==> src/rtl/reggen_pkg.sv <==
`timescale 1ns/1ps
package reggen_pkg;

  localparam int unsigned SC_PER_PRB = 12;
  localparam int unsigned RE_PER_REG = 4;

  // position inside one resource block walk
  typedef struct packed {
    logic [1:0] sub;
    logic [1:0] sym;
    logic       wrap;
  } pos_t;

  // groups per resource block in a given control symbol
  function automatic logic [1:0] regs_in_symbol(input logic [1:0] sym,
                                                input logic       four_port,
                                                input logic       ext_cp);
    logic [1:0] n;
    case (sym)
      2'd0:    n = 2'd2;
      2'd1:    n = four_port ? 2'd2 : 2'd3;
      2'd2:    n = 2'd3;
      default: n = ext_cp ? 2'd2 : 2'd3;
    endcase
    return n;
  endfunction

  // offset of data element idx inside a six-wide span, jumping the two pilots
  function automatic logic [2:0] pilot_skip_offset(input logic [1:0] idx,
                                                   input logic [1:0] vo);
    logic [2:0] o;
    o = {1'b0, idx} + ((idx >= vo) ? 3'd1 : 3'd0);
    if (o >= ({1'b0, vo} + 3'd3)) o = o + 3'd1;
    return o;
  endfunction

  // a symbol with two groups per block has nothing at the middle sub-position
  function automatic logic emits_at(input logic [1:0] sub, input logic [1:0] nreg);
    return !((nreg == 2'd2) && (sub == 2'd1));
  endfunction

endpackage

==> src/rtl/reggen_cfg.sv <==
`timescale 1ns/1ps
module reggen_cfg
  import reggen_pkg::*;
#(
  parameter int MAX_PRB = 110,
  parameter int CELL_W  = 9,
  localparam int PRB_W  = $clog2(MAX_PRB + 1)
) (
  input  logic             clk,
  input  logic             rst_n,
  input  logic             start_i,
  input  logic             busy_i,
  input  logic [PRB_W-1:0] nprb_i,
  input  logic [2:0]       nports_i,
  input  logic             ext_cp_i,
  input  logic [CELL_W-1:0] cell_id_i,
  output logic             accept_o,
  output logic             reject_o,
  output logic [PRB_W-1:0] nprb_o,
  output logic [2:0]       max_sym_o,
  output logic [1:0]       vo_o,
  output logic [3:0][1:0]  nreg_o
);

  logic ports_ok, prb_ok, req;
  logic four_q, ext_q;
  logic [1:0] vo_d;

  assign ports_ok = (nports_i == 3'd1) || (nports_i == 3'd2) || (nports_i == 3'd4);
  assign prb_ok   = (nprb_i != '0) && (nprb_i <= PRB_W'(MAX_PRB));
  assign req      = start_i && !busy_i;
  assign accept_o = req && ports_ok && prb_ok;
  assign reject_o = req && !(ports_ok && prb_ok);
  assign vo_d     = 2'(cell_id_i % CELL_W'(3));

  always_ff @(posedge clk or negedge rst_n) begin
    if (!rst_n) begin
      nprb_o <= '0;
      four_q <= 1'b0;
      ext_q  <= 1'b0;
      vo_o   <= '0;
    end else if (accept_o) begin
      nprb_o <= nprb_i;
      four_q <= (nports_i == 3'd4);
      ext_q  <= ext_cp_i;
      vo_o   <= vo_d;
    end
  end

  assign max_sym_o = (nprb_o < PRB_W'(10)) ? 3'd4 : 3'd3;

  for (genvar s = 0; s < 4; s++) begin : g_sym
    assign nreg_o[s] = regs_in_symbol(2'(s), four_q, ext_q);
  end

endmodule

==> src/rtl/reggen_walker.sv <==
`timescale 1ns/1ps
module reggen_walker
  import reggen_pkg::*;
#(
  parameter int PRB_W = 7,
  parameter int LOOK  = 3
) (
  input  logic             clk,
  input  logic             rst_n,
  input  logic             load_i,
  input  logic             adv_i,
  input  logic [PRB_W-1:0] nprb_i,
  input  logic [2:0]       max_sym_i,
  input  logic [3:0][1:0]  nreg_i,
  output logic             busy_o,
  output logic [PRB_W-1:0] prb_o,
  output logic [1:0]       sub_o,
  output logic [1:0]       sym_o,
  output logic             last_o
);

  pos_t cand [LOOK+1];
  logic emit [1:LOOK];
  pos_t nxt;

  function automatic pos_t step(input pos_t p, input logic [2:0] ms);
    pos_t n;
    n      = p;
    n.wrap = 1'b0;
    if (({1'b0, p.sym} + 3'd1) == ms) begin
      n.sym = 2'd0;
      if (p.sub == 2'd2) begin
        n.sub  = 2'd0;
        n.wrap = 1'b1;
      end else begin
        n.sub = p.sub + 2'd1;
      end
    end else begin
      n.sym = p.sym + 2'd1;
    end
    return n;
  endfunction

  assign cand[0] = '{sub: sub_o, sym: sym_o, wrap: 1'b0};

  for (genvar i = 1; i <= LOOK; i++) begin : g_look
    pos_t s;
    assign s       = step(cand[i-1], max_sym_i);
    assign cand[i] = '{sub: s.sub, sym: s.sym, wrap: s.wrap | cand[i-1].wrap};
    assign emit[i] = emits_at(s.sub, nreg_i[s.sym]);
  end

  always_comb begin
    nxt = cand[LOOK];
    for (int i = LOOK; i >= 1; i--) begin
      if (emit[i]) nxt = cand[i];
    end
  end

  assign last_o = busy_o && (prb_o == nprb_i - PRB_W'(1)) && (sub_o == 2'd2) &&
                  (({1'b0, sym_o} + 3'd1) == max_sym_i);

  always_ff @(posedge clk or negedge rst_n) begin
    if (!rst_n) begin
      busy_o <= 1'b0;
      prb_o  <= '0;
      sub_o  <= '0;
      sym_o  <= '0;
    end else if (load_i) begin
      busy_o <= 1'b1;
      prb_o  <= '0;
      sub_o  <= '0;
      sym_o  <= '0;
    end else if (adv_i && busy_o) begin
      if (last_o) begin
        busy_o <= 1'b0;
      end else begin
        prb_o <= prb_o + (nxt.wrap ? PRB_W'(1) : PRB_W'(0));
        sub_o <= nxt.sub;
        sym_o <= nxt.sym;
      end
    end
  end

endmodule

==> src/rtl/reggen_layout.sv <==
`timescale 1ns/1ps
module reggen_layout
  import reggen_pkg::*;
#(
  parameter int PRB_W = 7,
  parameter int SC_W  = 11,
  parameter int AW    = 13
) (
  input  logic [PRB_W-1:0]         prb_i,
  input  logic [1:0]               sub_i,
  input  logic [1:0]               sym_i,
  input  logic [1:0]               nreg_i,
  input  logic [1:0]               vo_i,
  input  logic [PRB_W-1:0]         nprb_i,
  output logic [SC_W-1:0]          k0_o,
  output logic [3:0][SC_W-1:0]     k_o,
  output logic [AW-1:0]            addr_o
);

  logic [SC_W-1:0] base;
  logic            dense;
  logic [AW-1:0]   row;

  assign base  = SC_W'(prb_i) * SC_W'(SC_PER_PRB);
  assign dense = (nreg_i == 2'd3);
  assign k0_o  = dense ? base + SC_W'({sub_i, 2'b00})
                       : base + (sub_i[1] ? SC_W'(6) : SC_W'(0));

  for (genvar i = 0; i < RE_PER_REG; i++) begin : g_re
    assign k_o[i] = k0_o + (dense ? SC_W'(i) : SC_W'(pilot_skip_offset(2'(i), vo_i)));
  end

  assign row    = AW'(sym_i) * AW'(nprb_i) * AW'(SC_PER_PRB);
  assign addr_o = AW'(k0_o) + row;

endmodule

==> src/rtl/reg_index_gen.sv <==
`timescale 1ns/1ps
module reg_index_gen
  import reggen_pkg::*;
#(
  parameter int MAX_PRB = 110,
  parameter int CELL_W  = 9,
  localparam int PRB_W  = $clog2(MAX_PRB + 1),
  localparam int SC_W   = $clog2(MAX_PRB * SC_PER_PRB),
  localparam int AW     = $clog2(MAX_PRB * SC_PER_PRB * 4),
  localparam int CNT_W  = $clog2(MAX_PRB * 11 + 1)
) (
  input  logic              clk,
  input  logic              rst_n,
  input  logic              start_i,
  input  logic [PRB_W-1:0]  nprb_i,
  input  logic [2:0]        nports_i,
  input  logic              ext_cp_i,
  input  logic [CELL_W-1:0] cell_id_i,
  input  logic              ready_i,
  output logic              valid_o,
  output logic [1:0]        sym_o,
  output logic [SC_W-1:0]   k0_o,
  output logic [4*SC_W-1:0] k_o,
  output logic [AW-1:0]     addr_o,
  output logic              done_o,
  output logic [CNT_W-1:0]  total_o,
  output logic              err_o
);

  // named internal events, observed by the bound checker
  logic             ev_accept, ev_reject, ev_handshake, ev_final;
  logic [1:0]       ev_sub;
  logic [3:0][1:0]  ev_nreg;

  logic             busy, last;
  logic [PRB_W-1:0] nprb_q, prb;
  logic [2:0]       max_sym;
  logic [1:0]       vo;
  logic [3:0][SC_W-1:0] k_arr;
  logic [CNT_W-1:0] cnt_q;
  logic             done_q, err_q;

  reggen_cfg #(.MAX_PRB(MAX_PRB), .CELL_W(CELL_W)) cfg_i (
    .clk(clk), .rst_n(rst_n), .start_i(start_i), .busy_i(busy),
    .nprb_i(nprb_i), .nports_i(nports_i), .ext_cp_i(ext_cp_i), .cell_id_i(cell_id_i),
    .accept_o(ev_accept), .reject_o(ev_reject), .nprb_o(nprb_q),
    .max_sym_o(max_sym), .vo_o(vo), .nreg_o(ev_nreg)
  );

  reggen_walker #(.PRB_W(PRB_W)) walk_i (
    .clk(clk), .rst_n(rst_n), .load_i(ev_accept), .adv_i(ev_handshake),
    .nprb_i(nprb_q), .max_sym_i(max_sym), .nreg_i(ev_nreg),
    .busy_o(busy), .prb_o(prb), .sub_o(ev_sub), .sym_o(sym_o), .last_o(last)
  );

  reggen_layout #(.PRB_W(PRB_W), .SC_W(SC_W), .AW(AW)) lay_i (
    .prb_i(prb), .sub_i(ev_sub), .sym_i(sym_o), .nreg_i(ev_nreg[sym_o]),
    .vo_i(vo), .nprb_i(nprb_q), .k0_o(k0_o), .k_o(k_arr), .addr_o(addr_o)
  );

  assign valid_o      = busy;
  assign k_o          = k_arr;
  assign ev_handshake = busy && ready_i;
  assign ev_final     = ev_handshake && last;

  always_ff @(posedge clk or negedge rst_n) begin
    if (!rst_n) begin
      cnt_q  <= '0;
      done_q <= 1'b0;
      err_q  <= 1'b0;
    end else begin
      done_q <= ev_final;
      if (ev_accept)         cnt_q <= '0;
      else if (ev_handshake) cnt_q <= cnt_q + CNT_W'(1);
      if (ev_accept)         err_q <= 1'b0;
      else if (ev_reject)    err_q <= 1'b1;
    end
  end

  assign done_o  = done_q;
  assign total_o = cnt_q;
  assign err_o   = err_q;

endmodule

==> config.mk <==
export PLATFORM = sky130hd
export DESIGN_NAME = reg_index_gen
export DESIGN_NICKNAME = d
export VERILOG_FILES = /design/src/rtl/reggen_pkg.sv /design/src/rtl/reggen_cfg.sv /design/src/rtl/reggen_walker.sv /design/src/rtl/reggen_layout.sv /design/src/rtl/reg_index_gen.sv
export SDC_FILE = /design/constraint.sdc
export NUM_CORES = 1
export LEC_CHECK = 0
export ABC_AREA = 1
export BUFFER_PORTS_ARGS = -buffer_cell sky130_fd_sc_hd__buf_2
export CAP_MARGIN = 0
export CELL_PAD_IN_SITES_DETAIL_PLACEMENT = 0
export CELL_PAD_IN_SITES_GLOBAL_PLACEMENT = 1
export CORE_MARGIN = 5
export CORE_UTILIZATION = 43
export DETAILED_ROUTE_END_ITERATION = 8
export GPL_TIMING_DRIVEN = 0
export PLACE_DENSITY_LB_ADDON = 0.1
export SETUP_SLACK_MARGIN = 0.1
export SLEW_MARGIN = 0
export SYNTH_ARGS = -nofsm -noshare
export SYNTH_HDL_FRONTEND = slang
export SYNTH_SLANG_ARGS = --single-unit
==> constraint.sdc <==
create_clock -name clk -period 12 [get_ports clk]
set_input_delay 1.2 -clock clk [delete_from_list [all_inputs] [get_ports clk]]
set_output_delay 1.2 -clock clk [all_outputs]
set_load 0.02 [all_outputs]
Word level (Yosys, flattened, before mapping)
Cells that the tools add are included.
{"block": "word_totals", "in_bits": 24, "output_inout_bits": 84, "ff_bits": 36, "wordCells": 155}
{"block": "op_classes", "addsub": 27, "n_div": 1, "n_lt_le_gt_ge": 13, "n_mul": 3, "n_eq_ne": 16, "n_reduce_logical": 25, "n_bitwise": 2, "muxes": 57}
{"op": "11-bit adder", "count": 5}
{"op": "2-bit 2-to-1 mux", "count": 18}
{"op": "11-bit 2-to-1 mux", "count": 3}
{"op": "3-bit 2-to-1 mux", "count": 10}
{"op": "7-bit 2-to-1 mux", "count": 3}
{"op": "1-bit 2-to-1 mux", "count": 18}
{"op": "1-bit logical AND", "count": 14}
{"op": "11-bit by 13-bit adder with 13-bit output", "count": 1}
{"op": "2-bit by 1-bit adder with 2-bit output (second input constant)", "count": 6}
{"op": "3-bit by 1-bit adder with 3-bit output (second input constant)", "count": 4}
{"op": "2-bit binary-select mux with 2-bit select", "count": 3}
{"op": "2-bit equality test (second input constant)", "count": 6}
{"op": "3-bit greater-or-equal comparator", "count": 4}
{"op": "11-bit by 1-bit adder with 11-bit output (second input constant)", "count": 1}
{"op": "11-bit by 4-bit adder with 11-bit output", "count": 1}
{"op": "9-bit by 2-bit multiplier with 11-bit output (second input constant)", "count": 1}
{"op": "5-bit 2-to-1 mux", "count": 2}
{"op": "2-bit by 1-bit adder with 3-bit output (second input constant)", "count": 3}
{"op": "3-bit equality test", "count": 3}
{"op": "2-bit by 3-bit < comparator with 1-bit output (second input constant)", "count": 3}
{"op": "9-bit by 2-bit remainder unit with 9-bit output (second input constant)", "count": 1}
{"op": "2-bit by 7-bit multiplier with 9-bit output", "count": 1}
{"op": "7-bit by 2-bit multiplier with 9-bit output (second input constant)", "count": 1}
{"op": "2-bit nonzero test", "count": 4}
{"op": "other kinds (20)", "count": 28}

Longest topological paths before layout
Gate-level depths: netlist of the first run.
{"block": "depth", "ltp_word": 18, "depth_mapped": 37, "ltp_nobuf": 37}

Hierarchy
A second synthesis of the first run with hierarchy kept.
{"block": "hier_totals", "cells_unflattened": 1068, "hier_area_um2": 6841.6}
{"module": "reggen_layout", "area_per_inst_um2": 2736.4, "cells_each": 436, "seq_area_each_um2": 0.0, "instances": 1}
{"module": "reggen_cfg", "area_per_inst_um2": 1774.2, "cells_each": 275, "seq_area_each_um2": 275.3, "instances": 1}
{"module": "reggen_walker", "area_per_inst_um2": 1554.0, "cells_each": 257, "seq_area_each_um2": 300.3, "instances": 1}
{"module": "reg_index_gen", "area_per_inst_um2": 777.0, "cells_each": 100, "seq_area_each_um2": 325.3, "instances": 1}

Worst setup path after synthesis of the first run
No wires, ideal clock.
{"block": "synth_timing", "kind": "register -> output", "start": "register walk_i.sym_o[0]", "end": "output port addr_o[11]", "required_time_ps": 10800, "path_buffers": 1, "slack_ps": 6336, "path_stages_with_launch": 27, "arrival_time_ps": 4464, "cell_sequence": "dfrtp_1 -> clkbuf_1 -> inv_1 -> o21ai_0 -> nand2_1 -> inv_1 -> nand2_1 -> o21a_1 -> ha_1 -> inv_1 -> fa_1 -> inv_1 -> nand3_1 -> or2_2 -> nand2_1 -> inv_1 -> ha_1 -> nand2_1 -> nor3_1 -> a21oi_1 -> nor2_1 -> nor2_1 -> o21bai_1 -> nand2_1 -> nand2_1 -> a21oi_1 -> xnor2_1"}
{"block": "synth_between", "elab_chain_len": 5, "elab_cells_between_ends": 7, "classes_between": "add/sub: 1; mul: 2; eq/ne: 1; mux: 3"}
{"item": "start: declaration", "line": "reggen_walker.sv:18", "text": "output logic [1:0] sym_o,"}
{"item": "start signal: assignment", "line": "reggen_walker.sv:80", "text": "sym_o <= nxt.sym;"}
{"item": "2-bit binary-select mux with 2-bit select", "line": "reg_index_gen.sv:57", "text": ".prb_i(prb), .sub_i(ev_sub), .sym_i(sym_o), .nreg_i(ev_nreg[sym_o]),"}
{"item": "2-bit 2-to-1 mux (not written as such)", "line": "reg_index_gen.sv:57"}
{"item": "2-bit equality test", "line": "reggen_layout.sv:25", "text": "assign dense = (nreg_i == 2'd3);"}
{"item": "11-bit 2-to-1 mux", "line": "reggen_layout.sv:26", "text": "assign k0_o = dense ? base + SC_W'({sub_i, 2'b00})"}
{"item": "named net k0_o[6]", "line": "reg_index_gen.sv:22", "text": "output logic [SC_W-1:0] k0_o,"}
{"item": "11-bit by 13-bit adder with 13-bit output", "line": "reggen_layout.sv:34", "text": "assign addr_o = AW'(k0_o) + row;"}
{"item": "end: declaration", "line": "reg_index_gen.sv:24", "text": "output logic [AW-1:0] addr_o,"}
The timed path passes the listed nets, and every way through them passes these cells. The select of a mux whose other input is x is not followed.

Worst setup path in the final report of the first run
{"block": "layout_timing", "start": "register walk_i.sym_o[0]", "end": "output port addr_o[11]"}
{"block": "layout_between", "elab_chain_len": 5, "elab_cells_between_ends": 7, "classes_between": "add/sub: 1; mul: 2; eq/ne: 1; mux: 3"}
{"item": "branches (longest 4 deep; another with 9-bit by 2-bit multiplier with 11-bit output)"}
{"item": "11-bit by 13-bit adder with 13-bit output *", "line": "reggen_layout.sv:34"}
Mark *: on every way between the ends. The select of a mux whose other input is x is not followed.

==> results of run 1 <==
-- per-stage QoR --
step | cells | total power [mW] | area, um2 | setup WS [ns]
finish | 1085 | 1.10 | 6210 | 5.56
global route | 1085 | 1.22 | 6210 | 5.06
CTS | 1085 | 1.12 | 6210 | 5.49
detailed placement | 1077 | 0.984 | 6060 | 5.80
global placement | 1077 | 0.978 | 6060 | 5.90
floorplan | 804 | 0.759 | 5320 | 6.34
-- logic make-up after synthesis --
family	share of synthesized area [%]
compound gates	12.7
xor+xnor	11.4
fa+ha+maj	15.8
buf+inv	11.1
flops	16.9
mux	0.377
other cells	0.0705
simple gates	31.6
-- how the worst max path moves through the flow --
| stage | from | depth (start not counted) | endpoint |
|---|---|---|---|
| 3_3_place_gp | walk_i.sym_o[0]$_DFFE_PN0P_ | 26 | addr_o[11] |
| 4_1_cts | walk_i.sym_o[0]$_DFFE_PN0P_ | 26 | addr_o[11] |
| 3_5_place_dp | walk_i.sym_o[0]$_DFFE_PN0P_ | 26 | addr_o[11] |
| 2_1_floorplan | walk_i.sym_o[0]$_DFFE_PN0P_ | 26 | addr_o[11] |
| 5_1_grt | walk_i.sym_o[0]$_DFFE_PN0P_ | 26 | addr_o[11] |
| 6_report | walk_i.sym_o[0]$_DFFE_PN0P_ | 26 | addr_o[11] |
-- flip-flops by register name (all words and copies together) (netlist names) --
| signal | cells |
|---|---|
| cfg_i.ext_q | 1 |
| cfg_i.four_q | 1 |
| cfg_i.nprb_o | 7 |
| cfg_i.vo_o | 2 |
| done_o | 1 |
| err_o | 1 |
| total_o | 11 |
| walk_i.busy_o | 1 |
| walk_i.prb_o | 7 |
| walk_i.sub_o | 2 |
| walk_i.sym_o | 2 |
-- placed cells by master (no fill, tap or decap), drive strengths merged, types with 5 or more instances in the layout --
master / n
o21ai: 44
o21bai: 5
clkbuf: 12
ha: 56
dfrtp: 36
xnor2: 28
xor2: 41
nor3: 12
nand2: 182
buf: 110
nor2: 85
inv: 140
fa: 7
or2: 6
nand4: 12
nand3: 55
a21oi: 45
-- worst register-to-register path: stages, from the launching register on --
cell and delay [ns]:
dfrtp_1 0.37, clkbuf_1 0.39, inv_1 0.24, nor2_1 0.25, nand3_1 0.11, nand2_1 0.18, nor2_1 0.13, ha_1 0.32
inv_1 0.07, o31ai_1 0.23, nand2_1 0.15, inv_1 0.12, nor2_1 0.07, ha_1 0.21, or2_2 0.29, a21oi_1 0.14
inv_1 0.07, nor2_1 0.13, o21ai_0 0.10, nand3_1 0.10, o21ai_0 0.08
-- final cells by class --
type                            instances  area (um2)  share of cell area [%]
Clock inverter                          3        23.8                   0.383
Buffer                                 12        63.8                    1.03
Multi-Input combinational cell        616        3830                    61.7
Sequential cell                        36         901                    14.5
Timing Repair Buffer                  105         526                    8.46
Tap cell                              168         210                    3.39
Inverter                              140         526                    8.46
Clock buffer                            5         125                    2.02
-- layer usage --
layer	track usage [%]	vias to the layer above	share of wire [%]
met3	2.56	11	4.9
li1	-	2786	-
met4	2.59	0	1.1
met5	0	-	0
met1	23.1	2358	46
met2	32.0	98	48
-- power by group --
part | total [mW] | internal [mW] | switching (mW)
Combinational | 0.813 | 0.264 | 0.549
Sequential | 0.163 | 0.141 | 0.0216
Clock | 0.129 | 0.0771 | 0.0517
==> summary.md, run 1 <==
| Metric | Value |
|---|---|
| Status | completed |
| Max IR drop VDD | 91.3 uV |
| Sequential fraction of the synthesis area | 16.9% |
| Drt pass-1 iters | 6 |
| DP HPWL | 10900 um |
| Hold EP | cfg_i.four_q$_DFFE_PN0P_ |
| Largest net degree at the start of global routing | 37 |
| Hold Startpoint | cfg_i.four_q$_DFFE_PN0P_ |
| Slowest stage delay, CP | 0.39 ns |
| Hold Crit Depth | 2 |
| Vias per std cell | 4.84 |
| Setup-failing EPs final | 0 |
| Family with the most delay on the worst path | buffers and inverters |
| Number of synthesized flops with an enable pin | 0 |
| CTS Root Cell | clkbuf_16 |
| Post-CTS setup buffer count | 0 |
| CP Launch Type | flip-flop |
| Clk_skew | 0.00834 ns |
| Clk sink count | 36 |
| Filler instances | 1253 |
| Netlist Area Pre-Place | 5320 um2 |
| Total of cells resized after clock tree synthesis | 0 |
| Ranking of synthesized cells by area | dfrtp_1 (17%), ha_1 (13%), nand2_1 (12%), inv_1 (9.2%), xor2_1 (6.8%) |
| Post-synth ARST share | 100% |
| Std cell rows | 40 |
| Reg2reg setup slack | 8.12 ns |
| Worst R2R Start | walk_i.sym_o[0]$_DFFE_PN0P_ |
| Final hold violation count | 0 |
| H-tree levels | 2 |
| Drt wl/cell | 11.9 um |
| CTS buffer count | 5 |
| Required time of the critical path | 10.80 ns |
| Chip width | 121 um |
| CTS Hold Buffers Added | 0 |
| Clock slew at reported path FFs | 0.06 ns |
| Max-Cap Viols | 0 |
| Critical-path top delay cell | clkbuf_1 |
| Fin crit share | 53.7% |
| Peak Freq | 0.155 GHz |
| Final design utilization | 51.5% |
| Via count | 5253 |
| Port-buffer cells | 105 |
| I/O pins | 108 |
| Rel. slew slack | 43.4% |
| Synth cell count leaders | nand2_1 (167), inv_1 (130), nor2_1 (80), ha_1 (56), nand3_1 (46) |
| Share of the synthesized area in the top cell type | 16.9% |
| Nature of the critical path endpoint | output pin |
| Area leader, netlist | dfrtp_1 |
| Hold slack final | 0.499 ns |
| Initial Util | 44.1% |
| Reg-to-Reg End | walk_i.sub_o[0]$_DFFE_PN0P_ |
| Vias in the first global route | 5080 |
| Worst Max-Slew Pin Slew | 0.849 ns |
| Setup CP Type | flip-flop to output pin |
| Initial antenna violation count | 0 |
| Diodes inserted | 0 |
| CP Data Arrival Time | 5.24 ns |
| Most common cell in the netlist | nand2_1 |
| Die H | 121 um |
| Flip-flop and latch count after synthesis | 36 |
| Initial detailed-routing violation count | 180 |
| Synth-to-Final Area Change | 16.8% |
| Gr usage total | 17.8% |
| YS warnings | 0 |
| # DRC | 0 |
| Max clock buf depth | 2 |
| Minimum clock period | 6.44 ns |
| Nets@finish | 1003 |
| Final Max Tran Viols | 0 |
| Remaining antenna violation count after routing | 0 |
| Worst min path class | flip-flop to flip-flop |
| CP max FO | 10 |
| Worst skew pair latency | 0.29 ns |
| Core ar. | 12100 um2 |
| RSZ-0062 raised after global routing | false |
| Mapped Avg Cell Area | 6.63 um2 |
| Grt ovf | 0 |
| Top_reg_cell synth | dfrtp_1 |
| Cells after synthesis | 802 |
| First-pass GRT wire length | 22400 um |
| RD Place Congestion | 0.881 |
| Share of cells above drive strength 1 | 18.3% |
| Leak Pwr | 3.57 nW |
| Setup TNS | 0 ns |
| Die ar. | 14700 um2 |
| Crit path top cell by count | inv_1 |
| Routed Wire Length | 12900 um |
| Register-to-Register Path Depth | 20 |
| CTS tree | done |
| PwrDens | 178 nW/um2 |
| Netlist cell types | 50 |
| Buf/Inv on CP | 7 |
No activity file was read; power rests on OpenSTA's default activity.
==> run 2: changes to the inputs <==
--- a/config.mk
+++ b/config.mk
@@ -5,13 +5,13 @@
 export SDC_FILE = /design/constraint.sdc
 export NUM_CORES = 1
 export LEC_CHECK = 0
-export ABC_AREA = 1
+export ABC_AREA = 0
 export BUFFER_PORTS_ARGS = -buffer_cell sky130_fd_sc_hd__buf_2
 export CAP_MARGIN = 0
 export CELL_PAD_IN_SITES_DETAIL_PLACEMENT = 0
 export CELL_PAD_IN_SITES_GLOBAL_PLACEMENT = 1
 export CORE_MARGIN = 5
-export CORE_UTILIZATION = 43
+export CORE_UTILIZATION = 42
 export DETAILED_ROUTE_END_ITERATION = 8
 export GPL_TIMING_DRIVEN = 0
 export PLACE_DENSITY_LB_ADDON = 0.1
==> constraint.sdc (replaced) <==
create_clock -name clk -period 6.3 [get_ports clk]
set_input_delay 0.63 -clock clk [delete_from_list [all_inputs] [get_ports clk]]
set_output_delay 0.63 -clock clk [all_outputs]
set_load 0.02 [all_outputs]
==> run 2 against run 1 <==
Effect of this change:
- clock skew is essentially flat
- combinational power grew 91%
- die area rose by 1.2%
- non-clock buffer count increased by 17
- worst setup slack worse by 5.0 ns
- synthesized cell count is 18% lower
==> summary.md, run 2 <==
| Metric | Value |
|---|---|
| Setup TNS | 0 ns (unchanged) |
| Largest register FFs | 11 (unchanged) |
| Register-to-Register Path Depth | 14 (-30%) |
| Worst skew pair latency | 0.28 ns (about the same) |
| Final Max Tran Viols | 0 (unchanged) |
| Clk sink count | 36 (unchanged) |
| CTS tree | done |
| Critical-path top delay cell | xor2_2 |
| Diodes inserted | 0 (unchanged) |
| Synth-to-Final Area Change | 18.4% |
| Fin cells | 943 (-13%) |
| Cell Chain, Critical Path | clkbuf_1 -> nor3b_1 -> a21oi_4 -> and2_1 -> o21bai_1 -> ha_1 -> inv_1 -> fa_1 -> nor3b_1 -> xor2_2 -> ha_1 -> a21boi_0 -> o21ai_0 -> a21boi_0 -> o21ai_0 -> nand2_1 -> a21o_1 -> nand2_1 -> xnor2_1 -> buf_2 |
| Drt pass-1 iters | 5 (-1) |
| Setup crit start | walk_i.sym_o[1]$_DFFE_PN0P_ |
| Netlist cell types | 81 (+62%) |
| Routed Wire Length | 13600 um (+5.9%) |
| Max clock buf depth | 2 (unchanged) |
| GRT Max-Usage Layer | met2 |
| Most common cell after layout, fill and taps aside | buf_2 |
| YS warnings | 0 (unchanged) |
| Most frequent cells in the layout | buf_2 (106), nor2_1 (67), ha_1 (56) |
| Met2 usage in global routing | 32.5% (+0.50 points) |
| Max IR drop VDD | 234 uV (+160%) |
| H-tree levels | 2 (unchanged) |
| Required time of the critical path | 5.67 ns (-5.13 ns) |
| Std cell rows | 40 (unchanged) |
| # DRC | 0 (unchanged) |
| RD Place Congestion | 0.852 (-3.4%) |
| Sequential fraction of the synthesis area | 17.1% (+0.19 points) |
| Setup-failing EPs final | 0 (unchanged) |
| Post-synth ARST share | 100% (unchanged) |
| Area leader, netlist | dfrtp_1 |
| Worst Max-Slew Pin Slew | 1.10 ns (+0.249 ns) |
| Synth cell count leaders | nor2_1 (67), ha_1 (56), xnor2_1 (55), nand2_1 (51), inv_1 (42) |
| Netlist Area Pre-Place | 5260 um2 (-1.1%) |
| Mapped Avg Cell Area | 8.00 um2 (+21%) |
| CTS buffer count | 5 (unchanged) |
| GR Util met3 | 1.53% (-1.0 points) |
| Initial antenna violation count | 0 (unchanged) |
| Die ar. | 14900 um2 (+1.2%) |
| Share of the synthesized area in the top cell type | 17.1% (+0.19 points) |
| Fin crit share | 91.1% |
| Nets@finish | 861 (-14%) |
| CTS Root Cell | clkbuf_16 |
| RSZ-0062 raised after global routing | false |
| CP max FO | 10 (unchanged) |
| Setup CP Type | flip-flop to output pin |
| Worst min path class | input port to async pin |
| Initial detailed-routing violation count | 188 (+4.4%) |
| Minimum clock period | 5.74 ns |
| Clock slew at reported path FFs | 0.06 ns (about the same) |
| Worst R2R Start | walk_i.sym_o[1]$_DFFE_PN0P_ |
| Ranking of synthesized cells by area | dfrtp_1 (17%), ha_1 (13%), xnor2_1 (9.2%), xor2_1 (5.5%), nor2_1 (4.8%) |
| Via count | 5028 (-4.3%) |
| Reg2reg setup slack | 1.88 ns (-6.24 ns) |
| Most common cell in the netlist | nor2_1 |
| Slowest stage delay, CP | 0.45 ns (+0.06 ns) |
| Grt ovf | 0 (unchanged) |
| Vias per std cell | 5.33 (+10%) |
| CP Data Arrival Time | 5.11 ns (-0.13 ns) |
| Largest net degree at the start of global routing | 37 (unchanged) |
| Chip width | 122 um (+0.57%) |
| Clk_skew | 0.00872 ns (+0.000385 ns) |
| Leak Pwr | 2.99 nW (-16%) |
| Cells after synthesis | 657 (-18%) |
| Gr usage total | 18.2% (+0.41 points) |
| DP HPWL | 11200 um (+3.1%) |
| Met1 Use GR | 24.1% (+0.96 points) |
| Max-Cap Viols | 0 (unchanged) |
| Top_reg_cell synth | dfrtp_1 |
| Number of synthesized flops with an enable pin | 0 (unchanged) |
| Die H | 122 um (+0.57%) |
| Vias in the first global route | 4877 (-4.0%) |
| I/O pins | 108 (unchanged) |
| Reg-to-Reg End | walk_i.sym_o[1]$_DFFE_PN0P_ |
| Hold slack final | 0.441 ns (-0.0581 ns) |
| CTS Hold Buffers Added | 0 (unchanged) |
| Remaining antenna violation count after routing | 0 (unchanged) |
| Final hold violation count | 0 (unchanged) |
| Core ar. | 12200 um2 (+0.83%) |
| CP Launch Type | flip-flop |
| PwrDens | 339 nW/um2 (+91%) |
| Rel. slew slack | 26.2% (-17 points) |
| First-pass GRT wire length | 22900 um (+2.0%) |
| Status | completed |
| Placed Cells | 931 (-14%) |
| Peak Freq | 0.174 GHz |
| Share of cells above drive strength 1 | 20.5% (+2.2 points) |
| Nature of the critical path endpoint | output pin |
| Initial Util | 43.2% (-0.85 points) |
| Port-buffer cells | 104 (-0.95%) |
| Drt wl/cell | 14.5 um (+22%) |
| Flip-flop and latch count after synthesis | 36 (unchanged) |
[run 2: cells by family after synthesis]
family	synth area share [%]
AO/OA/AOI/OAI	21.3
XOR/XNOR	14.7
adder cells (fa/ha/maj)	16.0
buffers and inverters	5.47
flip-flops	17.1
multiplexers	1.88
other	0.0713
AND/OR/NAND/NOR	23.5
[run 2: how the worst max path moves through the flow]
stage	end	slack (ns)	depth (start not counted)
after floorplan	addr_o[12]	0.41	20
after global placement	addr_o[12]	-0.15	21
after detailed placement	addr_o[12]	-0.09	20
after CTS	addr_o[11]	0.17	23
after global routing	addr_o[11]	0.1	22
final	addr_o[12]	0.56	20
[run 2: final cells by class]
cell class	count	area [um2]
Buffer	26	130
Clock buffer	7	143
Clock inverter	1	7.51
Fill cell	1232	5940
Inverter	43	161
Multi-Input combinational cell	554	4120
Sequential cell	36	901
Tap cell	168	210
Timing Repair Buffer	108	551
[run 2: stage by stage]
stage                     area (um2)  setup slack (ns)  power (mW)  util, %
final                           6220             0.561        2.11     51.2
after global routing            6220            0.0998        2.30     51.2
after floorplan                 5270             0.412        1.43        -
after global placement          6000            -0.151        1.81     49.3
after CTS                       6170             0.165        2.11     50.8
after detailed placement        6000           -0.0877        1.84     49.3
[run 2: what timing repair did]
item,CTS,global route
buffers inserted,0,4
gates resized for setup,5,6
pin swaps,0,1
setup endpoints to repair,9,4
[run 2: worst max-delay path: cells and delay by family (launching register included)]
kind,cells,cell delay [ns]
AND/OR/NAND/NOR,5,1.03
AO/OA/AOI/OAI,7,1.22
XOR/XNOR,2,0.56
flip-flops,1,0.44
buffers and inverters,3,0.64
adder cells (fa/ha/maj),3,0.92
[run 2: power breakdown]
group          leakage [nW]  switching [mW]  internal [mW]
registers             0.451          0.0416          0.266
logic                  2.47           0.941          0.611
clock network        0.0701          0.0929          0.157
[run 2: layer usage]
| metal | part of all wire [%] | wire, um |
|---|---|---|
| met1 | 46 | 6300 |
| met4 | 0.95 | 129 |
| met5 | 0 | 0 |
| met3 | 3.5 | 471 |
| met2 | 49 | 6750 |
==> run 3: changes to the inputs <==
--- a/config.mk
+++ b/config.mk
@@ -13,7 +13,8 @@
 export CORE_MARGIN = 5
 export CORE_UTILIZATION = 42
 export DETAILED_ROUTE_END_ITERATION = 8
-export GPL_TIMING_DRIVEN = 0
+export GPL_ROUTABILITY_DRIVEN = 0
+export MAX_ROUTING_LAYER = met4
 export PLACE_DENSITY_LB_ADDON = 0.1
 export SETUP_SLACK_MARGIN = 0.1
 export SLEW_MARGIN = 0
==> run 3 against run 2 <==
Effect of this change:
- critical endpoint unchanged
- clock power is 3% higher
- largest power group unchanged
- register-to-register slack worse by 0.22 ns
- critical path type unchanged
- worst setup slack better by 0.10 ns
==> summary.md, run 3 (synthesized netlist as in run 2, its figures left out) <==
| Metric | Value |
|---|---|
| Gr usage total | 17.8% (-0.44 points) |
| Clock slew at reported path FFs | 0.06 ns (about the same) |
| Clock power frac | 12.4% (+0.5 points) |
| RSZ-0062 raised after global routing | false |
| Number of cells on the critical path | 22 (+10%) |
| Family with the most delay on the worst path | compound AO/OA/AOI/OAI gates |
| Final hold violation count | 0 (unchanged) |
| Total of cells resized after clock tree synthesis | 0 (-5) |
| Peak Freq | 0.177 GHz (+1.8%) |
| Core ar. | 12200 um2 (unchanged) |
| Most common cell after layout, fill and taps aside | buf_2 |
| First-pass GRT wire length | 21600 um (-5.6%) |
| CTS tree | done |
| Largest net degree at the start of global routing | 43 (+16%) |
| Setup-failing EPs final | 0 (unchanged) |
| Die H | 122 um (unchanged) |
| Nature of the critical path endpoint | output pin |
| Filler instances | 1207 (-2.0%) |
| Minimum clock period | 5.64 ns (-0.104 ns) |
| Status | completed |
| Rel. slew slack | 27.6% (+1.3 points) |
| Most frequent cells in the layout | buf_2 (105), nor2_1 (67), ha_1 (56) |
| # DRC | 0 (unchanged) |
| Buf/Inv on CP | 4 (+1) |
| Vias per std cell | 5.31 (-0.38%) |
| CP Data Arrival Time | 5.01 ns (-0.10 ns) |
| PwrDens | 341 nW/um2 (+0.44%) |
| Clk_skew | 0.00720 ns (-0.00152 ns) |
| Total net switching power | 1.06 mW (-1.3%) |
| CP max FO | 20 (+10) |
| Share of cells above drive strength 1 | 19.7% (-0.78 points) |
| Remaining antenna violation count after routing | 0 (unchanged) |
| Worst skew pair latency | 0.28 ns (about the same) |
| Setup CP Type | flip-flop to output pin |
| Via count | 4876 (-3.0%) |
| Pint | 1.01 mW (-2.6%) |
| CTS buffer count | 5 (unchanged) |
| Diodes inserted | 0 (unchanged) |
| Leak Pwr | 2.94 nW (-1.9%) |
| H-tree levels | 2 (unchanged) |
| Pre-CTS setup slack | 0.941 ns (+1.03 ns) |
| Required time of the critical path | 5.67 ns (about the same) |
| Power, Total | 2.07 mW (-1.9%) |
| Max-Cap Viols | 0 (unchanged) |
| Drt pass-1 iters | 5 (unchanged) |
| Nets@finish | 837 (-2.8%) |
| Cell Chain, Critical Path | nand2_1 -> a21oi_1 -> buf_4 -> and2_1 -> o21bai_1 -> ha_1 -> inv_1 -> fa_1 -> xor2_1 -> inv_2 -> ha_1 -> nor2b_1 -> o21ai_0 -> a21boi_0 -> o21ai_0 -> a21boi_0 -> o21ai_0 -> nand2_1 -> a21o_1 -> nand2_1 -> xnor2_1 -> buf_2 |
| Sequential share of power | 16.4% (+1.8 points) |
| Post-CTS setup buffer count | 0 (unchanged) |
| Comb pwr share | 71.2% (-2.4 points) |
| Die ar. | 14900 um2 (unchanged) |
| Vias in the first global route | 4616 (-5.4%) |
| Sw frac | 51.3% (+0.33 points) |
| Port-buffer cells | 105 (+0.96%) |
| CP Launch Type | flip-flop |
| Initial antenna violation count | 0 (unchanged) |
| I/O pins | 108 (unchanged) |
| Register-to-Register Path Depth | 14 (unchanged) |
| Synth-to-Final Area Change | 15.6% |
| Drt wl/cell | 14.3 um (-0.98%) |
| Grt ovf | 0 (unchanged) |
| DP HPWL | 10800 um (-4.4%) |
| Fin crit share | 89.4% (-1.6 points) |
| Setup TNS | 0 ns (unchanged) |
| Initial detailed-routing violation count | 198 (+5.3%) |
| CTS Hold Buffers Added | 0 (unchanged) |
| CTS Root Cell | clkbuf_16 |
| Worst Slack Setup Final | 0.665 ns (+0.104 ns) |
| Initial Util | 43.2% (unchanged) |
| Worst Max-Slew Pin Slew | 1.09 ns (-0.0123 ns) |
| Clk sink count | 36 (unchanged) |
| Final Max Tran Viols | 0 (unchanged) |
| Routed Wire Length | 13200 um (-3.6%) |
| Slowest stage delay, CP | 0.68 ns (+0.23 ns) |
| Chip width | 122 um (unchanged) |
| Max clock buf depth | 2 (unchanged) |
| Largest register FFs | 11 (unchanged) |
| Worst min path class | input port to async pin |
| Std cell rows | 40 (unchanged) |
| Critical-path top delay cell | dfrtp_1 |
| Max IR drop VDD | 200 uV (-15%) |
## run 3: cell count changes in the layout (fill, tap and decap cells not counted), sizes merged
cell | before | now
buf | 117 | 110
clkinvlp | 1 | 0
clkbuf | 24 | 7
## run 3: final cells by class
cell class	instances	area [um2]	share of cell area (%)
inverter	43	161	2.65
clock buffer	7	153	2.51
sequential	36	901	14.8
tap	168	210	3.46
multi-input combinational	554	4090	67.3
timing repair buffer	110	563	9.26
## run 3: stage by stage
stage          hold WS, ns  std cells  area [um2]  util, %
6_report             0.463        918        6080     50.0
5_1_grt              0.546        918        6080     50.0
4_1_cts              0.501        918        6080     50.0
3_5_place_dp         0.492        911        5930     48.7
3_3_place_gp         0.477        911        5930     48.7
2_1_floorplan        0.334        659        5270        -
## run 3: power groups by stage
stage | registers (mW) | clock network (mW) | logic, mW
global route | 0.349 | 0.272 | 1.65
CTS | 0.339 | 0.264 | 1.50
detailed placement | 0.343 | 0 | 1.49
floorplan | 0.333 | 0 | 1.10
global placement | 0.339 | 0 | 1.47
finish | 0.339 | 0.257 | 1.47
## run 3: path summary, 6_finish.rpt
path / slack (ns) / start / endpoint
max in group asynchronous: 5.30 / rst_n / walk_i.prb_o[2]$_DFFE_PN0P_
worst min-delay path: 0.46 / rst_n / total_o[10]$_DFFE_PN0P_
min in group clk: 0.51 / err_o$_DFFE_PN0P_ / err_o$_DFFE_PN0P_
worst max-delay path: 0.66 / walk_i.sym_o[0]$_DFFE_PN0P_ / addr_o[12]
worst max register to register: 1.66 / walk_i.sym_o[0]$_DFFE_PN0P_ / walk_i.sym_o[1]$_DFFE_PN0P_
worst min register to register: 0.51 / err_o$_DFFE_PN0P_ / err_o$_DFFE_PN0P_
## run 3: routing by layer
layer	vias to the layer above	track usage [%]	wire (um)
li1	2503	-	-
met1	2276	22.9	6150
met2	87	30.3	6370
met3	10	2.41	534
met4	0	2.87	99
met5	-	-	0
